**src/rtl/irqpr_pkg.sv**
```systemverilog
package irqpr_pkg;
   // Offsets of the special sources inside the special request vector.
   // The order of these constants is also their id order after N_SRC.
   localparam int SP_RESET = 0;
   localparam int SP_SWI   = 1;
   localparam int SP_NMI   = 2;
   localparam int SP_DEBUG = 3;
   localparam int SP_WDT   = 4;
   localparam int SP_STEP  = 5;
   localparam int SP_ADDR  = 6;
   localparam int SP_COUNT = 7;

   function automatic int special_id(input int n_src, input int sp);
      return n_src + sp;
   endfunction
endpackage

```
**src/rtl/irqpr_mask_arb.sv**
```systemverilog
module irqpr_mask_arb #(
   parameter int N_SRC = 8,
   parameter int LVL_W = 3,
   localparam int IDX_W = (N_SRC > 1) ? $clog2(N_SRC) : 1
) (
   input  logic [N_SRC-1:0]       req,
   input  logic [N_SRC*LVL_W-1:0] lvl_cfg,
   input  logic                   int_en,
   input  logic [LVL_W-1:0]       cur_ipl,
   output logic                   hit,
   output logic [IDX_W-1:0]       win_idx,
   output logic [LVL_W-1:0]       win_lvl
);
   logic [LVL_W-1:0] lvl_a [N_SRC];
   logic [N_SRC-1:0] elig;

   for (genvar g = 0; g < N_SRC; g++) begin : g_src
      assign lvl_a[g] = lvl_cfg[g*LVL_W +: LVL_W];
      assign elig[g]  = int_en && req[g] && (lvl_a[g] != '0) && (lvl_a[g] > cur_ipl);
   end

   // Ascending scan with strict compare: the first source at the top level is kept.
   always_comb begin
      hit     = 1'b0;
      win_idx = '0;
      win_lvl = '0;
      for (int i = 0; i < N_SRC; i++) begin
         if (elig[i] && (!hit || (lvl_a[i] > win_lvl))) begin
            hit     = 1'b1;
            win_idx = IDX_W'(i);
            win_lvl = lvl_a[i];
         end
      end
   end
endmodule

```
**src/rtl/irqpr_tier_sel.sv**
```systemverilog
module irqpr_tier_sel
   import irqpr_pkg::*;
#(
   parameter int N_SRC = 8,
   parameter int LVL_W = 3,
   parameter int ID_W  = 4,
   localparam int IDX_W = (N_SRC > 1) ? $clog2(N_SRC) : 1,
   localparam logic [LVL_W-1:0] TOP_LVL = {LVL_W{1'b1}}
) (
   input  logic [SP_COUNT-1:0] sp_vec,
   input  logic                mask_hit,
   input  logic [IDX_W-1:0]    mask_idx,
   input  logic [LVL_W-1:0]    mask_lvl,
   input  logic [LVL_W-1:0]    cur_ipl,
   output logic                valid,
   output logic [ID_W-1:0]     win_id,
   output logic [LVL_W-1:0]    win_lvl
);
   function automatic logic [ID_W-1:0] sid(input int sp);
      return ID_W'(special_id(N_SRC, sp));
   endfunction

   always_comb begin
      valid   = 1'b1;
      win_id  = '0;
      win_lvl = TOP_LVL;
      if (sp_vec[SP_RESET]) begin
         win_id = sid(SP_RESET);
      end else if (sp_vec[SP_SWI]) begin
         win_id  = sid(SP_SWI);
         win_lvl = cur_ipl;
      end else if (sp_vec[SP_NMI]) begin
         win_id = sid(SP_NMI);
      end else if (sp_vec[SP_DEBUG]) begin
         win_id = sid(SP_DEBUG);
      end else if (sp_vec[SP_WDT]) begin
         win_id = sid(SP_WDT);
      end else if (mask_hit) begin
         win_id  = ID_W'(mask_idx);
         win_lvl = mask_lvl;
      end else if (sp_vec[SP_STEP]) begin
         win_id = sid(SP_STEP);
      end else if (sp_vec[SP_ADDR]) begin
         win_id = sid(SP_ADDR);
      end else begin
         valid   = 1'b0;
         win_lvl = '0;
      end
   end
endmodule

```
**src/rtl/irqpr_ctx_stack.sv**
```systemverilog
module irqpr_ctx_stack #(
   parameter int DEPTH = 4,
   parameter int W     = 4,
   localparam int AW    = (DEPTH > 1) ? $clog2(DEPTH) : 1,
   localparam int CNT_W = $clog2(DEPTH + 1)
) (
   input  logic         clk,
   input  logic         rst_n,
   input  logic         push,
   input  logic         pop,
   input  logic [W-1:0] din,
   output logic [W-1:0] dout,
   output logic         empty,
   output logic         ovf
);
   logic [W-1:0]     mem [DEPTH];
   logic [CNT_W-1:0] cnt;
   logic             full;
   logic [AW-1:0]    rd_ptr;

   assign full   = (cnt == CNT_W'(DEPTH));
   assign empty  = (cnt == '0);
   assign rd_ptr = AW'(cnt - 1'b1);
   assign dout   = empty ? '0 : mem[rd_ptr];

   always_ff @(posedge clk) begin
      if (!rst_n) begin
         cnt <= '0;
         ovf <= 1'b0;
         for (int i = 0; i < DEPTH; i++) mem[i] <= '0;
      end else if (push) begin
         if (full) begin
            ovf <= 1'b1;
         end else begin
            mem[AW'(cnt)] <= din;
            cnt           <= cnt + 1'b1;
         end
      end else if (pop && !empty) begin
         cnt <= cnt - 1'b1;
      end
   end
endmodule

```
**src/rtl/irq_prio_resolver.sv**
```systemverilog
module irq_prio_resolver
   import irqpr_pkg::*;
#(
   parameter int N_SRC     = 8,
   parameter int LVL_W     = 3,
   parameter int STK_DEPTH = 4,
   parameter int BANK_W    = 1,
   localparam int ID_W = $clog2(N_SRC + SP_COUNT)
) (
   input  logic                   clk,
   input  logic                   rst_n,
   input  logic                   sample_en,
   input  logic [N_SRC-1:0]       irq_req,
   input  logic [N_SRC*LVL_W-1:0] irq_lvl,
   input  logic                   int_en,
   input  logic                   rst_req,
   input  logic                   swi_req,
   input  logic                   nmi_req,
   input  logic                   dbg_req,
   input  logic                   wdt_req,
   input  logic                   step_req,
   input  logic                   amatch_req,
   input  logic                   ret_pulse,
   input  logic [BANK_W-1:0]      entry_bank,
   output logic                   ack,
   output logic [ID_W-1:0]        ack_id,
   output logic [LVL_W-1:0]       ack_lvl,
   output logic [LVL_W-1:0]       cur_ipl,
   output logic [BANK_W-1:0]      cur_bank,
   output logic                   stk_ovf
);
   localparam int IDX_W = (N_SRC > 1) ? $clog2(N_SRC) : 1;
   localparam int CTX_W = LVL_W + BANK_W;

   if (N_SRC < 1 || LVL_W < 1 || STK_DEPTH < 2 || BANK_W < 1) begin : g_bad_cfg
      initial $error("irq_prio_resolver: illegal parameter set");
   end

   logic [SP_COUNT-1:0] sp_vec;
   logic                m_hit;
   logic [IDX_W-1:0]    m_idx;
   logic [LVL_W-1:0]    m_lvl;
   logic                w_valid;
   logic [ID_W-1:0]     w_id;
   logic [LVL_W-1:0]    w_lvl;
   logic                fire;
   logic                pop_ok;
   logic [CTX_W-1:0]    stk_dout;
   logic                stk_empty;
   logic                ack_q;
   logic [ID_W-1:0]     id_q;
   logic [LVL_W-1:0]    lvl_q;
   logic [LVL_W-1:0]    ipl_q;
   logic [BANK_W-1:0]   bank_q;

   assign sp_vec = {amatch_req, step_req, wdt_req, dbg_req, nmi_req, swi_req, rst_req};

   irqpr_mask_arb #(.N_SRC(N_SRC), .LVL_W(LVL_W)) u_marb (
      .req     (irq_req),
      .lvl_cfg (irq_lvl),
      .int_en  (int_en),
      .cur_ipl (ipl_q),
      .hit     (m_hit),
      .win_idx (m_idx),
      .win_lvl (m_lvl)
   );

   irqpr_tier_sel #(.N_SRC(N_SRC), .LVL_W(LVL_W), .ID_W(ID_W)) u_tier (
      .sp_vec   (sp_vec),
      .mask_hit (m_hit),
      .mask_idx (m_idx),
      .mask_lvl (m_lvl),
      .cur_ipl  (ipl_q),
      .valid    (w_valid),
      .win_id   (w_id),
      .win_lvl  (w_lvl)
   );

   assign fire   = sample_en && w_valid;
   assign pop_ok = ret_pulse && !fire && !stk_empty;

   irqpr_ctx_stack #(.DEPTH(STK_DEPTH), .W(CTX_W)) u_stk (
      .clk   (clk),
      .rst_n (rst_n),
      .push  (fire),
      .pop   (pop_ok),
      .din   ({ipl_q, bank_q}),
      .dout  (stk_dout),
      .empty (stk_empty),
      .ovf   (stk_ovf)
   );

   always_ff @(posedge clk) begin
      if (!rst_n) begin
         ack_q  <= 1'b0;
         id_q   <= '0;
         lvl_q  <= '0;
         ipl_q  <= '0;
         bank_q <= '0;
      end else begin
         ack_q <= fire;
         if (fire) begin
            id_q   <= w_id;
            lvl_q  <= w_lvl;
            ipl_q  <= w_lvl;
            bank_q <= entry_bank;
         end else if (pop_ok) begin
            ipl_q  <= stk_dout[CTX_W-1:BANK_W];
            bank_q <= stk_dout[BANK_W-1:0];
         end
      end
   end

   assign ack      = ack_q;
   assign ack_id   = id_q;
   assign ack_lvl  = lvl_q;
   assign cur_ipl  = ipl_q;
   assign cur_bank = bank_q;
endmodule

```
**config.mk**
```make
export PLATFORM = sky130hd
export DESIGN_NAME = irq_prio_resolver
export DESIGN_NICKNAME = d
export VERILOG_FILES = /design/src/rtl/irqpr_pkg.sv /design/src/rtl/irqpr_mask_arb.sv /design/src/rtl/irqpr_tier_sel.sv /design/src/rtl/irqpr_ctx_stack.sv /design/src/rtl/irq_prio_resolver.sv
export SDC_FILE = /design/constraint.sdc
export NUM_CORES = 1
export LEC_CHECK = 0
export BUFFER_PORTS_ARGS = -buffer_cell sky130_fd_sc_hd__buf_4
export CAP_MARGIN = 20
export CORE_ASPECT_RATIO = 2
export CORE_MARGIN = 8
export CORE_UTILIZATION = 50
export CTS_CLUSTER_DIAMETER = 50
export DETAILED_ROUTE_END_ITERATION = 12
export PLACE_DENSITY = 0.75
export SYNTH_ARGS = -nofsm -noshare
export SYNTH_HDL_FRONTEND = slang
export SYNTH_SLANG_ARGS = --single-unit
```
**constraint.sdc**
```tcl
create_clock -name clk -period 10.5 [get_ports clk]
set_input_delay 1.05 -clock clk [delete_from_list [all_inputs] [get_ports clk]]
set_output_delay 1.05 -clock clk [all_outputs]
set_load 0.02 [all_outputs]
```
# ---- Word level (Yosys, flattened, before mapping)
# Memory sizes are Yosys's and may differ from the RTL's.
# Cells that the tools add are included.
dict set report totals {
  input_bits 45
  reg_bits 16
  mem_bits_rw 16
  mem_count 1
  out_inout_bits 13
  wordCells 155
}
dict set report classes {
  mux 63
  n_eq_ne 2
  magnitude_cmp 15
  n_addsub 2
  n_reduce_logical 65
}
# memory words word_bits read_ports rd_clocked_by_memory_dff write_ports line
set mem_list {}
lappend mem_list {u_stk.mem 4 4 1 0 4 irqpr_ctx_stack.sv:16} ;# logic [W-1:0] mem [DEPTH];
# cell n
set op_table {}
lappend op_table {{$mux W3} 25}
lappend op_table {{$gt A3 B3 Y1} 15}
lappend op_table {{$mux W4} 10}
lappend op_table {{$logic_and A1 B1 Y1} 35}
lappend op_table {{$mux W1} 25}
lappend op_table {{$reduce_bool A3 Y1} 8}
lappend op_table {{$logic_not A1 Y1} 9}
lappend op_table {{$logic_or A1 B1 Y1} 7}
lappend op_table {{$mux W2} 3}
lappend op_table {{$reduce_and A2 Y1} 2}
lappend op_table {{$reduce_bool A2 Y1} 2}
lappend op_table {{$reduce_or A4 Y1} 1}
lappend op_table {{$add A3 B1 Y3 const B} 1}
lappend op_table {{$eq A3 B3 Y1 const B} 1}
lappend op_table {{$logic_not A3 Y1} 1}
lappend op_table {{$sub A3 B1 Y3 const B} 1}
lappend op_table {{$ne A2 B2 Y1 const B} 1}

# ---- Longest topological paths before layout
# Gate-level depths: netlist of the first run.
dict set report logic_depth {
  depth_word 45
  ltp_mapped 62
  ltp_nobuf 60
}

# ---- Modules after synthesis
# Synthesis of the first run repeated with hierarchy kept, for this count alone.
dict set report hier_totals {
  cells_unflattened 379
  area_unflattened_um2 3352.0
}
# module instances cells_each seq_area_each_um2 area_per_inst_um2
set modules_own_cells {}
lappend modules_own_cells {irqpr_mask_arb 1 210 0.0 1601.5}
lappend modules_own_cells {irqpr_ctx_stack 1 83 560.5 1094.8}
lappend modules_own_cells {irq_prio_resolver 1 56 240.2 479.2}
lappend modules_own_cells {irqpr_tier_sel 1 30 0.0 176.4}

# ---- Worst setup path after synthesis of the first run
# OpenSTA, ideal clock, no wires.
dict set report synth_path {
  path_kind {input to register}
  start {in irq_lvl[2]}
  end {reg ipl_q[1], in the netlist cur_ipl[1]}
  setup_slack_ps -218
  n_path_buf 4
  arrival_ps 10598
  stages 56
  t_required_ps 10380
  setup_ps 120
  path_cell_list {ha_1 -> and3_1 -> nor3_1 -> o211ai_1 -> ha_1 -> a21oi_1 -> a32oi_1 -> and2_1 -> o22a_1 -> ha_1 -> nor2b_1 -> o21ai_0 -> a32oi_1 -> a21o_1 -> nand2_1 -> o21ai_0 -> ha_1 -> nor2b_1 -> [20 not listed] -> buf_4 -> mux2i_1 -> ha_1 -> a21o_1 -> a21oi_1 -> a311oi_1 -> a21o_1 -> buf_1 -> nor2_1 -> a221oi_1 -> ha_1 -> a21o_1 -> a21oi_1 -> a31oi_1 -> o2bb2ai_1 -> a211oi_1 -> a211oi_1 -> o31a_1}
}
dict set report synth_between {
  elab_chain_cells 43
  word_cells_on_any_way 66
  cone_classes {order compare (8); mux (29); reduce/logical (29)}
}
# element line
set synth_lines {}
lappend synth_lines {{from (decl)} irq_prio_resolver.sv:14} ;# input logic [N_SRC*LVL_W-1:0] irq_lvl,
lappend synth_lines {{branches (longest 43 deep; another with $gt A3 B3 Y1)} --}
lappend synth_lines {{to (signal assigned)} irq_prio_resolver.sv:105} ;# ipl_q <= w_lvl;
lappend synth_lines {{to (signal assigned)} irq_prio_resolver.sv:108} ;# ipl_q <= stk_dout[CTX_W-1:BANK_W];
lappend synth_lines {{to (decl)} irq_prio_resolver.sv:53} ;# logic [LVL_W-1:0] ipl_q;
# Several ways; the timed one is not identified.
# A chain may end at the register's enable or synchronous reset.

# ---- Worst setup path after layout of the first run
dict set report layout_path {
  start {in irq_lvl[1]}
  end {reg ipl_q[0], in the netlist cur_ipl[0]}
}
# Same word-level chain as after synthesis.

==> results.py, run 1 <==
metrics = {
    "status": {
        "run_status": "finished with violations",
        "violations": "setup timing",
    },
    "sta": {
        "fin_crit_sh_pct": 101,
        "slew_viol_final": 0,
        "skew_ps": 5.24,
        "setup_viol": 8,
        "fmax_mhz": 94.0,
        "rsz0062_at_grt": "yes",
        "worstMarginPinSlew_ps": 766,
        "period_needed_ps": 10640,
        "slew_headroom_pct": 48.6,
        "setup_tns_ps": -907,
        "final-hold-violation-count": 0,
        "setup_ws_ps": -143,
    },
    "detailed_routing": {
        "wl_per_cell_um": 18.2,
        "first_pass_iters": 4,
        "num_vias": 3543,
        "totalWireLength_um": 10600,
        "via_per_inst": 6.10,
        "post-route-drc-count": 0,
        "drt_iter0_markers": 270,
        "ant_nets": 0,
    },
    "yosys": {
        "synth_ff_type": "edfxtp_1",
        "synth_common_cells": "ha_1 (48), inv_1 (39), nor2_1 (27)",
        "synth_top_area_share_pct": 18.1,
        "yosysUniqueCellTypes": 57,
        "syn-num-nets": 478,
        "netlist_instances": 385,
        "synth-seq-cells": 32,
        "seq_area_frac_synth_pct": 24.1,
        "yosys.area.top_type": "ha_1",
        "synth_area_um2": 3330,
        "yosys_warnings": 0,
        "avgSynthCellArea_um2": 8.64,
        "synth-edff-count": 16,
        "synth_area_leaders": "ha_1 (18%), edfxtp_1 (14%), dfxtp_1 (9.6%)",
        "ys_async_sr_fraction_pct": 0,
        "synth_most_common_cell": "ha_1",
    },
    "critical_path": {
        "worstPathRequired_ps": 10670,
        "r2r_slack_ps": 150,
        "slowest_stage": "a211oi_2",
        "crit_family": "compound AO/OA/AOI/OAI gates",
        "startpoint_type": "primary input",
        "critPathCaptureType": "flip-flop",
        "critical_path_class": "primary input to flip-flop",
        "cp.arrival_ps": 10810,
        "crit_buf_inv": 3,
        "cp_max_fo": 8,
        "cpPeakStageDelay_ps": 330,
    },
    "placed_design": {
        "placed_cells": 567,
        "dp_worst_setup_slack_ps": -540,
        "hpwlAfterDp_um": 7660,
        "io_buffers": 57,
        "place_area_um2": 4190,
        "place_congestion": 0.943,
    },
    "clocking": {
        "cts_tree": "built",
        "cts_root_buf": "clkbuf_16",
        "clkLatencyLatePin_ps": 280,
        "clock-sinks": 32,
        "holdBufCountCts": 0,
        "max-clock-path-buffers": 2,
        "cts-buffers-inserted": 5,
        "clk_pin_slew_ps": 50,
        "h-tree-depth": 2,
    },
    "pwr": {
        "leakagePower_uw": 0.00206,
        "power_uw": 824,
        "power_density_nw_per_um2": 172,
        "peakVddDrop_v": 0.000104,
    },
    "floorplan": {
        "die_h_um": 131,
        "core_area_um2": 6520,
        "pin_count": 58,
        "die_width_um": 73.7,
        "start_util_pct": 51.0,
        "fp.dieArea_um2": 9680,
        "std_cell_rows": 42,
    },
    "global_route": {
        "grt_first_pass_wirelength_um": 15600,
        "grt_usage_pct": 19.7,
        "antenna_found_initial": 0,
        "grt_pass1_vias": 3372,
        "grt_overflow_total": 0,
        "grt_max_degree": 18,
    },
    "layout": {
        "n_fill_cell": 506,
        "num_antenna_cells": 0,
        "fin_area_um2": 4800,
        "fin_cells": 581,
        "syn2layout_area_growth_pct": 44.3,
        "drive_gt1_share_pct": 40.0,
        "nets": 585,
    },
    "job": {
        "cap_viol_max_count": 0,
    },
    "min_path": {
        "worstHoldPathType": "flip-flop to flip-flop",
    },
}
-- logic make-up after synthesis --
group | after synthesis | synth area share (%)
DFF | 32 | 24.1
and+or+nand+nor | 119 | 19.0
adders and majority gates | 48 | 18.1
buffers and inverters | 51 | 5.98
AOI/OAI and AO/OA | 122 | 27.6
xor gates and xnor gates | 3 | 0.790
muxes | 10 | 4.51
-- per-stage QoR --
| stage | utilization (%) | hold WS (ps) |
|---|---|---|
| 2_1_floorplan | - | 513 |
| 3_3_place_gp | 64.2 | 445 |
| 3_5_place_dp | 64.2 | 452 |
| 4_1_cts | 67.2 | 471 |
| 5_1_grt | 73.6 | 504 |
| 6_report | 73.6 | 466 |
-- state kept, by name, indices dropped and copies added, names as in the netlist --
register / count
ack: 1
ack_id: 4
ack_lvl: 3
cur_bank: 1
cur_ipl: 3
u_stk.cnt: 3
u_stk.mem: 16
u_stk.ovf: 1
-- layer usage --
layer / GRT usage (%) / share of wire [%]
met5: 0 / 0
met4: 6.39 / 4.1
met3: 3.96 / 6.1
met2: 32.5 / 48
met1: 24.4 / 42
-- cell type report --
class	count	area (um2)	area share [%]
repair buffers	112	856	17.8
well taps	88	110	2.29
flip-flops and latches	32	801	16.7
clock buffers	6	129	2.69
clock inverters	2	35.0	0.730
inverters	39	146	3.05
multi-input cells	302	2720	56.7
-- worst register-to-register path: cells and delay by family, from the launching register on --
family,cells,cell delay [ps]
compound gates,35,6620
buf+inv,3,360
flops,1,410
fa+ha+maj,8,2010
mux,1,130
simple gates,7,690
-- placed cells by master (no fill, tap or decap), types with 10 or more instances in the layout --
cell type	count
nand2_1	16
nor2_1	26
nand3_1	11
edfxtp_1	16
inv_1	33
dfxtp_1	16
nor3_1	10
ha_1	37
buf_4	108
o21ai_1	11
-- what timing repair did --
item                       CTS  global route
pin swaps                    0            45
setup endpoints to repair    9             9
buffers inserted             0             6
gates resized for setup      9            82
-- path summary, 6_finish.rpt --
path / start / endpoint / depth (start not counted)
max: irq_lvl[1] / cur_ipl[0] / 54
min: ack_id[0] / ack_id[0] / 2
max reg2reg: cur_ipl[1] / cur_ipl[0] / 54
min reg2reg: ack_id[0] / ack_id[0] / 2
-- power breakdown --
part           switching (uW)  internal [uW]
Combinational             250            237
Sequential               24.2            152
Clock                    50.5            111
Total                     324            500
Power figures use the tool's default switching activity.
==> inputs of run 2 (changes only) <==
--- a/config.mk
+++ b/config.mk
@@ -8,11 +8,11 @@
 export BUFFER_PORTS_ARGS = -buffer_cell sky130_fd_sc_hd__buf_4
 export CAP_MARGIN = 20
 export CORE_ASPECT_RATIO = 2
-export CORE_MARGIN = 8
-export CORE_UTILIZATION = 50
+export CORE_MARGIN = 1.5
+export CORE_UTILIZATION = 25
 export CTS_CLUSTER_DIAMETER = 50
 export DETAILED_ROUTE_END_ITERATION = 12
-export PLACE_DENSITY = 0.75
+export PLACE_DENSITY = 0.43
 export SYNTH_ARGS = -nofsm -noshare
 export SYNTH_HDL_FRONTEND = slang
 export SYNTH_SLANG_ARGS = --single-unit
==> results.py, run 2 (synthesis gave the netlist of run 1 again) <==
metrics = {
    "detailed_routing": {
        "wl_per_cell_um": 19.4,
        "totalWireLength_um": 12700,
        "via_per_inst": 5.37,
        "first_pass_iters": 4,
        "ant_nets": 0,
        "drt_iter0_markers": 93,
        "post-route-drc-count": 0,
        "num_vias": 3499,
    },
    "critical_path": {
        "cpPeakStageDelay_ps": 350,
        "r2r-start": "cur_ipl[2]",
        "worst-r2r-cell-count": 54,
        "crit_family": "compound AO/OA/AOI/OAI gates",
        "crit_buf_inv": 6,
        "r2r_slack_ps": 480,
        "r2r-end": "ack_lvl[0]",
        "critical_path_class": "primary input to flip-flop",
        "critPathCaptureType": "flip-flop",
        "cp_max_fo": 8,
        "worstPathRequired_ps": 10670,
        "cp.arrival_ps": 10610,
        "crit_path_frequent_cell": "buf_4",
        "slowest_stage": "a211oi_2",
        "startpoint_type": "primary input",
    },
    "global_route": {
        "grt_first_pass_wirelength_um": 18900,
        "antenna_found_initial": 0,
        "grt_pass1_vias": 3663,
        "grt_overflow_total": 0,
        "grt_usage_pct": 17.5,
        "grt_max_degree": 18,
    },
    "floorplan": {
        "core_area_um2": 13000,
        "die_width_um": 84.6,
        "pin_count": 58,
        "std_cell_rows": 59,
        "start_util_pct": 25.6,
        "fp.dieArea_um2": 14000,
        "die_h_um": 166,
    },
    "layout": {
        "num_antenna_cells": 0,
        "nets": 592,
        "top_register": "u_stk.mem",
        "drive_gt1_share_pct": 37.8,
        "layout_commonest_cell": "buf_4",
        "largest_register_ffs": 16,
        "layout_common_cells": "buf_4 (116), ha_1 (38), inv_1 (36)",
        "syn2layout_area_growth_pct": 45.9,
    },
    "clocking": {
        "cts_root_buf": "clkbuf_16",
        "clk_pin_slew_ps": 50,
        "clock-sinks": 32,
        "cts-buffers-inserted": 5,
        "cts_tree": "built",
        "clkLatencyLatePin_ps": 280,
        "h-tree-depth": 2,
        "max-clock-path-buffers": 2,
    },
    "sta": {
        "worstMarginPinSlew_ps": 807,
        "period_needed_ps": 10440,
        "slew_headroom_pct": 45.9,
        "rsz0062_at_grt": "yes",
        "setup_ws_ps": 64.8,
        "hold_slack_ps": 458,
        "skew_ps": 2.63,
        "fin_crit_sh_pct": 99.4,
        "slew_viol_final": 0,
        "final-hold-violation-count": 0,
        "fmax_mhz": 95.8,
        "setup_viol": 0,
    },
    "pwr": {
        "leakagePower_uw": 0.00207,
        "peakVddDrop_v": 0.000140,
        "power_uw": 811,
        "power_density_nw_per_um2": 167,
    },
    "placed_design": {
        "io_buffers": 57,
        "place_congestion": 0.861,
        "dp_worst_setup_slack_ps": -1000,
        "hpwlAfterDp_um": 10300,
    },
    "min_path": {
        "worstHoldPathType": "flip-flop to flip-flop",
        "min_path_cells": 2,
        "holdPathEnd": "ack_id[2]",
        "min_from": "ack_id[2]",
    },
    "job": {
        "cap_viol_max_count": 0,
    },
    "status": {
        "run_status": "finished clean",
    },
}
[run 2: cell types whose count changed in the layout (fill, tap and decap cells not counted), sizes merged]
| cell | change |
|---|---|
| buf | +7 |
| bufinv | -1 |
| clkbuf | -1 |
| clkinv | +2 |
[run 2: where the power goes]
group,total [uW],internal (uW),switching (uW)
clock network,140,86.0,54.3
registers,174,152,22.8
logic,496,236,260
[run 2: layout make-up]
cell class,count,area (um2)
clock buffers,5,125
clock inverters,3,13.8
fillers,1367,8140
inverters,39,149
multi-input cells,302,2660
flip-flops and latches,32,801
well taps,152,190
repair buffers,119,908
[run 2: per-stage QoR]
step           cells  area (um2)  setup TNS [ps]  utilization [%]
2_1_floorplan    385        3330               0                -
3_3_place_gp     629        4250           -7160             32.7
3_5_place_dp     629        4250           -8290             32.7
4_1_cts          638        4450               0             34.2
5_1_grt          652        4850           -4410             37.3
6_report         652        4850               0             37.3
[run 2: how the worst max path moves through the flow]
stage                     from    endpoint  slack (ps)  depth (start not counted)
floorplan           irq_lvl[2]  cur_ipl[1]          10                         56
finish              irq_lvl[1]  ack_lvl[0]          60                         54
detailed placement  irq_lvl[2]   ack_id[2]       -1000                         56
global placement    irq_lvl[1]   ack_id[2]        -880                         57
CTS                 irq_lvl[1]   ack_id[2]          10                         57
global route        irq_lvl[0]   ack_id[1]        -570                         55
[run 2: what timing repair did]
item                                    4_1_cts  5_1_grt
hold buffers                                  0        0
resized for setup                            15       59
buffers inserted                              1       15
endpoints found under the setup margin        9        9
hold endpoints to repair                      0        0
pin swaps                                     3       42
[run 2: routing by layer]
layer	share of wire (%)	vias up	GRT usage, %
li1	-	1701	-
met1	31	1669	14.7
met2	60	88	36.7
met3	3.3	41	2.24
met4	5.3	0	9.61
met5	0	-	0
[run 2: tightest hold or removal path, stage by stage, from the launching register on]
cell,delay [ps]
dfxtp_1,310
nand2_1,50
a21oi_1,50
